===== src/rtl/wdt_pulse.sv =====
module wdt_pulse #(
  parameter int CLK_PER_MS  = 125000,
  parameter int MS_PER_SEC  = 1000,
  parameter int SEC_PER_MIN = 60
) (
  input  logic       clk,
  input  logic       rst_n,
  input  logic       wr_en,
  input  logic [1:0] addr,
  input  logic [7:0] wdata,
  output logic [7:0] rdata,
  output logic       timeout,
  output logic       wdt_rst
);
  localparam longint SEC_CYC = longint'(CLK_PER_MS) * longint'(MS_PER_SEC);
  localparam longint MIN_CYC = SEC_CYC * longint'(SEC_PER_MIN);
  localparam int     SW      = (MIN_CYC > 1) ? $clog2(MIN_CYC) : 1;
  localparam longint P0      = longint'(CLK_PER_MS);
  localparam longint P1      = 25 * longint'(CLK_PER_MS);
  localparam longint P2      = 125 * longint'(CLK_PER_MS);
  localparam longint P3      = 5 * SEC_CYC;
  localparam longint PMAX    = (P2 > P3) ? P2 : P3;
  localparam int     PW      = $clog2(PMAX + 1);

  logic          run, unit_min, out_en, pol_hi;
  logic [1:0]    width;
  logic [7:0]    cnt;
  logic [SW-1:0] step;
  logic [PW-1:0] pulse_left;
  logic          sts;

  wire wr_ctrl = wr_en && (addr == 2'd0);
  wire wr_cnt  = wr_en && (addr == 2'd1);
  wire wr_sts  = wr_en && (addr == 2'd2);

  wire [SW-1:0] step_last = unit_min ? SW'(MIN_CYC - 1) : SW'(SEC_CYC - 1);
  wire step_done = run && (cnt != 8'd0) && (step >= step_last);
  wire expire    = step_done && (cnt == 8'd1) && !wr_cnt;
  wire pulse_act = (pulse_left != '0);

  logic [PW-1:0] pulse_load;
  always_comb begin
    case (width)
      2'b00:   pulse_load = PW'(P0);
      2'b01:   pulse_load = PW'(P1);
      2'b10:   pulse_load = PW'(P2);
      default: pulse_load = PW'(P3);
    endcase
  end

  always_ff @(posedge clk or negedge rst_n) begin
    if (!rst_n) begin
      {width, pol_hi, out_en, unit_min, run} <= '0;
    end else if (wr_ctrl) begin
      {width, pol_hi, out_en, unit_min, run} <= wdata[5:0];
    end
  end

  always_ff @(posedge clk or negedge rst_n) begin
    if (!rst_n)                                step <= '0;
    else if (wr_cnt || wr_ctrl || !run || cnt == 8'd0 || step_done) step <= '0;
    else                                       step <= step + 1'b1;
  end

  always_ff @(posedge clk or negedge rst_n) begin
    if (!rst_n)         cnt <= '0;
    else if (wr_cnt)    cnt <= wdata;
    else if (step_done) cnt <= cnt - 8'd1;
  end

  always_ff @(posedge clk or negedge rst_n) begin
    if (!rst_n)                     sts <= 1'b0;
    else if (expire)                sts <= 1'b1;
    else if (wr_sts && wdata[0])    sts <= 1'b0;
  end

  always_ff @(posedge clk or negedge rst_n) begin
    if (!rst_n)                 pulse_left <= '0;
    else if (expire && out_en)  pulse_left <= pulse_load;
    else if (pulse_act)         pulse_left <= pulse_left - 1'b1;
  end

  assign timeout = sts;
  assign wdt_rst = pulse_act ? pol_hi : ~pol_hi;

  always_comb begin
    case (addr)
      2'd0:    rdata = {2'b00, width, pol_hi, out_en, unit_min, run};
      2'd1:    rdata = cnt;
      2'd2:    rdata = {7'd0, sts};
      default: rdata = 8'd0;
    endcase
  end

  p_sticky_w1c_r7: assert property (@(posedge clk) disable iff (!rst_n)
    $fell(sts) |-> $past(wr_sts && wdata[0]));

  p_single_step_r5: assert property (@(posedge clk) disable iff (!rst_n)
    (!$past(wr_cnt) && cnt != $past(cnt)) |-> cnt == $past(cnt) - 8'd1);

  p_expire_from_one_r6: assert property (@(posedge clk) disable iff (!rst_n)
    $rose(sts) |-> $past(cnt) == 8'd1);

  p_pulse_needs_en_r10: assert property (@(posedge clk) disable iff (!rst_n)
    $rose(pulse_act) |-> ($past(out_en) && cnt == 8'd0));

  p_hold_when_stopped_r12: assert property (@(posedge clk) disable iff (!rst_n)
    (!$past(run) && !$past(wr_cnt)) |-> $stable(cnt));
endmodule


===== config.mk =====
export PLATFORM = sky130hd
export DESIGN_NAME = wdt_pulse
export DESIGN_NICKNAME = d
export VERILOG_FILES = /design/src/rtl/wdt_pulse.sv
export SDC_FILE = /design/constraint.sdc
export NUM_CORES = 1
export LEC_CHECK = 0
export ABC_CLOCK_PERIOD_IN_PS = 4100
export BUFFER_PORTS_ARGS = -buffer_cell sky130_fd_sc_hd__buf_2
export CORE_ASPECT_RATIO = 0.9
export CORE_UTILIZATION = 40
export DETAILED_ROUTE_END_ITERATION = 12
export MAX_ROUTING_LAYER = met4
export PLACE_DENSITY = 0.53
export SLEW_MARGIN = 20
export SYNTH_ARGS = -nofsm -noshare
export SYNTH_HDL_FRONTEND = slang
export SYNTH_SLANG_ARGS = --single-unit
export TNS_END_PERCENT = 100

===== constraint.sdc =====
create_clock -name clk -period 4.1 [get_ports clk]
set_input_delay 0.41 -clock clk [delete_from_list [all_inputs] [get_ports clk]]
set_output_delay 0.41 -clock clk [all_outputs]
set_load 0.01 [all_outputs]

Word level (Yosys, flattened, before mapping)
Index checks and enable logic that the tools add are counted.
- output and inout port bits: 10
- register bits: 78
- word-level logic and storage cells: 53
- reduce and logical (&&, ||, !) cells: 23
- bitwise operators: 1
- add/sub/neg operators: 3
- equal/unequal tests: 5
- order comparisons: 1
- mux-type cells: 11
- operator list (cell ; count):
    one-hot mux 30 bit (3 select lines) ; 1
    two-way mux 33 bit ; 2
    two-way mux 30 bit ; 2
    adder 33 x 1 -> 33 bit, second input constant ; 1
    greater-or-equal comparator 33 bit ; 1
    nonzero test 30 bit ; 1
    subtractor 30 x 1 -> 30 bit, second input constant ; 1
    one-hot mux 8 bit (3 select lines) ; 1
    two-way mux 8 bit ; 2
    logical AND 1 bit ; 9
    == test 8 x 1 -> 1 bit, second input constant ; 1
    zero test 8 bit ; 1
    nonzero test 8 bit ; 1
    subtractor 8 x 1 -> 8 bit, second input constant ; 1
    nonzero test 2 bit ; 3
    == test 2 x 1 -> 1 bit, second input constant ; 2
    == test 2 bit, second input constant ; 2
    zero test 2 bit ; 2
    logical OR 1 bit ; 4
    two-way mux 1 bit ; 3
    zero test 1 bit ; 2
    NOT 1 bit ; 1

Depth between registers and ports, before layout
- depth in word-level cells: 7
- gate-level depth with buffers: 10
- mapped depth without buffers: 9

Worst setup path after synthesis
No wires, ideal clock.
- kind: reg-to-reg
- start: reg unit_min
- end: reg step[22]
- data required time: 3.968 ns
- setup time: 0.132 ns
- arrival: 2.503 ns
- path slack: 1.465 ns
- cell stages (with the launch flop): 11
- path buffers: 1
- cell sequence: dfrtp_1 > inv_1 > ha_1 > nand4_1 > nor4_1 > a211oi_1 > a211oi_2 > nor2_1 > nand2_1 > clkbuf_1 > nor2_1
- cells in the longest elaborated chain, start to end: 5
- ends and longest elaborated chain (item ; line ; text):
    start: declaration ; 25 ; logic run, unit_min, out_en, pol_hi;
    start signal: assignment ; 55 ; {width, pol_hi, out_en, unit_min, run} <= wdata[5:0];
    two-way mux 33 bit ; 36 ; wire [SW-1:0] step_last = unit_min ? SW'(MIN_CYC - 1) : SW'(SEC_CYC - 1);
    greater-or-equal comparator 33 bit ; 37 ; wire step_done = run && (cnt != 8'd0) && (step >= step_last);
    logical AND 1 bit ; 37 ;
    logical OR 1 bit ; 61 ; else if (wr_cnt || wr_ctrl || !run || cnt == 8'd0 || step_done) step <= '0;
    two-way mux 33 bit ; 61 ;
    end signal: assignment ; 62 ; else step <= step + 1'b1;
    end: declaration ; 28 ; logic [SW-1:0] step;
No other way between the ends.
A chain may end at the register's enable or synchronous reset.

Final worst setup path
Ends and elaborated chain as after synthesis.

==> metrics.cfg <==
[outcome]
status=finished, final reports clean

[floorplan]
core_region_area_um2=11000
die_width_um=115
rows=36
initial_utilization_pct=41.8
die_area_um2=11900
io_pins=23
die_h_um=104

[timing]
relSlewSlack_pct=50.1
finClkSkew_ns=0.00711
setup_tns_ns=0
finalWorstSetupSlack_ns=0.864
tightest_slew_ns=0.748
finalHoldViolations=0
fmax_mhz=309
setup_violations=0
rsz0062_at_grt=false
min_period_over_period_pct=78.9
post-route-min-period_ns=3.24
drv_slew=0

[route]
viasPerCell=5.25
drt-initial-drc-count=184
vias=3566
route.detailed.drc=0
postRouteAntennaNets=0
wl_um=10400
firstDrtPassIters=4
wire_per_inst_um=15.4

[grt]
grt_use_met2_pct=26.2
grt-ovfl-total=0
track_usage_pct=19.7
grt.met3_usage_pct=5.32
grt_pass1_vias=3403
grt_max_degree=79
antenna_found_initial=0
grt_pass1_wl_um=17700
grt-busiest-layer=met1
grt_use_met1_pct=29.2

[clock_tree]
cts_max_path_buffers=2
cts_resized=0
numCtsBuffers=9
clkSlewWorstSetupHoldPaths_ns=0.06
cts_hold_buf=0
h-tree-depth=3
cts-root-buf=clkbuf_16
cts_tree=built
clkSinkCount=78
cts_setup_buffers=0
insertion_delay_ns=0.34

[final_layout]
stdcell_area_um2=5210
n_antenna_cell=0
syn2layout_area_growth_pct=13.5
nFillCells=1090
layout-drive-gt1-share_pct=10.6
fin_nets=564

[power]
leakage_nw=2.19
power.total_mw=1.89
clkPwrFrac_pct=45.2
switching_share_pct=25.3
p_comb_share_pct=10.6
power_frac_seq_pct=44.2
p_int_mw=1.41
power.density_nw_per_um2=362
p_sw_mw=0.477
ir_worst_vdd_mv=0.345

[placement]
gp_congestion=0.816
port_buffers=22
place_ws_ns=0.862
place_area_um2=4890
hpwl_um=7280

[yosys]
syn_area_um2=4590
syn_nets=536
synth-seq-cells=78
synthTopCellsByArea=dfrtp_1, ha_1, nor2_1
synth_common_cells=dfrtp_1, nor2_1, nand2_1
synth_edf_count=0
synth_most_common_cell=dfrtp_1
avgSynthCellArea_um2=9.29
yosys_warnings=0
synth_cell_types=48
synthFlopType=dfrtp_1
async_flop_share_pct=100
synth_cells=494
yosysTopAreaCellShare_pct=42.5
yosysTopAreaCell=dfrtp_1
seq_area_frac_synth_pct=42.5

[worst_hold_path]
hold_class=input port to async pin

[critical_path]
path_cells=inv_1 > ha_1 > nand4b_1 > nor3_1 > o21ai_0 > a31oi_1 > nor2_1 > nand2_1 > buf_4 > nor2_1
cp_common_cell=nor2_1
endpoint_kind=flip-flop
critPathRequiredTime_ns=4.31
crit_arrival_ns=3.44
crit_fanout=33
cp-start-kind=flip-flop
cp_slowest_cell=dfrtp_1
crit_path_max_incr_delay_ns=0.52
crit_type=flip-flop to flip-flop

[job]
maxCapViolations=0

## cells by family after synthesis
kind of cell / after synthesis / synth area share (%)
AOI/OAI and AO/OA: 73 / 9.73
xor gates and xnor gates: 58 / 11.1
adders and majority gates: 29 / 7.91
buffers and inverters: 25 / 2.26
DFF: 78 / 42.5
muxes: 13 / 2.94
and+or+nand+nor: 218 / 23.6
## metrics by stage
step                      util, %  hold slack [ns]  cells
after detailed placement     44.5            0.523    663
after floorplan                 -            0.114    494
after global placement       44.5            0.499    663
after CTS                    47.4            0.268    679
final                        47.4            0.108    679
after global routing         47.4            0.170    679
## flip-flops by register name (all words and copies together), names as in the netlist
register / flops
cnt: 8
out_en: 1
pol_hi: 1
pulse_left: 30
run: 1
step: 33
timeout: 1
unit_min: 1
width: 2
## path summary, 6_finish.rpt
kind / startpoint / to / slack, ns / cells after the start
max: unit_min$_DFFE_PN0P_ / step[22]$_DFF_PN0_ / 0.86 / 10
min: rst_n / pulse_left[11]$_DFFE_PN0P_ / 0.11 / 1
max reg2reg: unit_min$_DFFE_PN0P_ / step[22]$_DFF_PN0_ / 0.86 / 10
min reg2reg: step[0]$_DFF_PN0_ / step[0]$_DFF_PN0_ / 0.53 / 1
max in group asynchronous: rst_n / step[19]$_DFF_PN0_ / 3.48 / 1
min in group clk: wdata[7] / cnt[7]$_DFFE_PN0P_ / 0.27 / 3
## power by group through the flow
stage	Sequential (mW)	Clock (mW)	Combinational, mW
after floorplan	0.837	0	0.131
after global placement	0.846	0	0.197
after detailed placement	0.847	0	0.201
after CTS	0.834	0.878	0.203
after global routing	0.840	0.908	0.230
final	0.834	0.852	0.199
## cell usage in the layout (no fill, tap or decap), types with 4 or more instances in the layout
cell	Yosys	routed
clkbuf_16	0	9
dfrtp_1	78	78
xor2_1	28	28
o21a_1	4	4
nand2_1	44	44
and3_1	8	8
ha_1	29	29
o21ai_0	35	35
or3_1	11	11
buf_2	2	21
o211ai_1	6	6
nand4b_1	5	5
nand3_1	20	20
nor3_1	14	14
buf_4	0	6
xnor2_1	30	30
inv_1	14	14
mux2_2	4	4
nand4_1	10	10
and2_1	4	4
nor2_1	73	73
o31ai_1	5	5
nor4_1	7	7
mux2i_1	9	9
clkbuf_8	0	4
a21oi_1	9	9
a31oi_1	4	4
## critical path: cells and delay by family, from the launching register on
family | cells | cell delay, ns
simple gates | 5 | 0.83
compound gates | 2 | 0.71
buf+inv | 2 | 0.62
flops | 1 | 0.52
fa+ha+maj | 1 | 0.39
## metal layers
metal | part of all wire (%) | up-vias
met3 | 4.5 | 5
met5 | 0 | -
li1 | - | 1781
met2 | 42 | 62
met1 | 53 | 1718
met4 | 0.69 | 0
## layout make-up
class,instances,area [µm²],area share [%]
clock buffers,13,280,5.38
clock inverters,3,40.0,0.768
inverters,14,52.6,1.01
multi-input cells,391,2530,48.6
flip-flops and latches,78,1950,37.5
well taps,152,190,3.65
repair buffers,28,161,3.10
No activity file was read; power rests on OpenSTA's default activity.
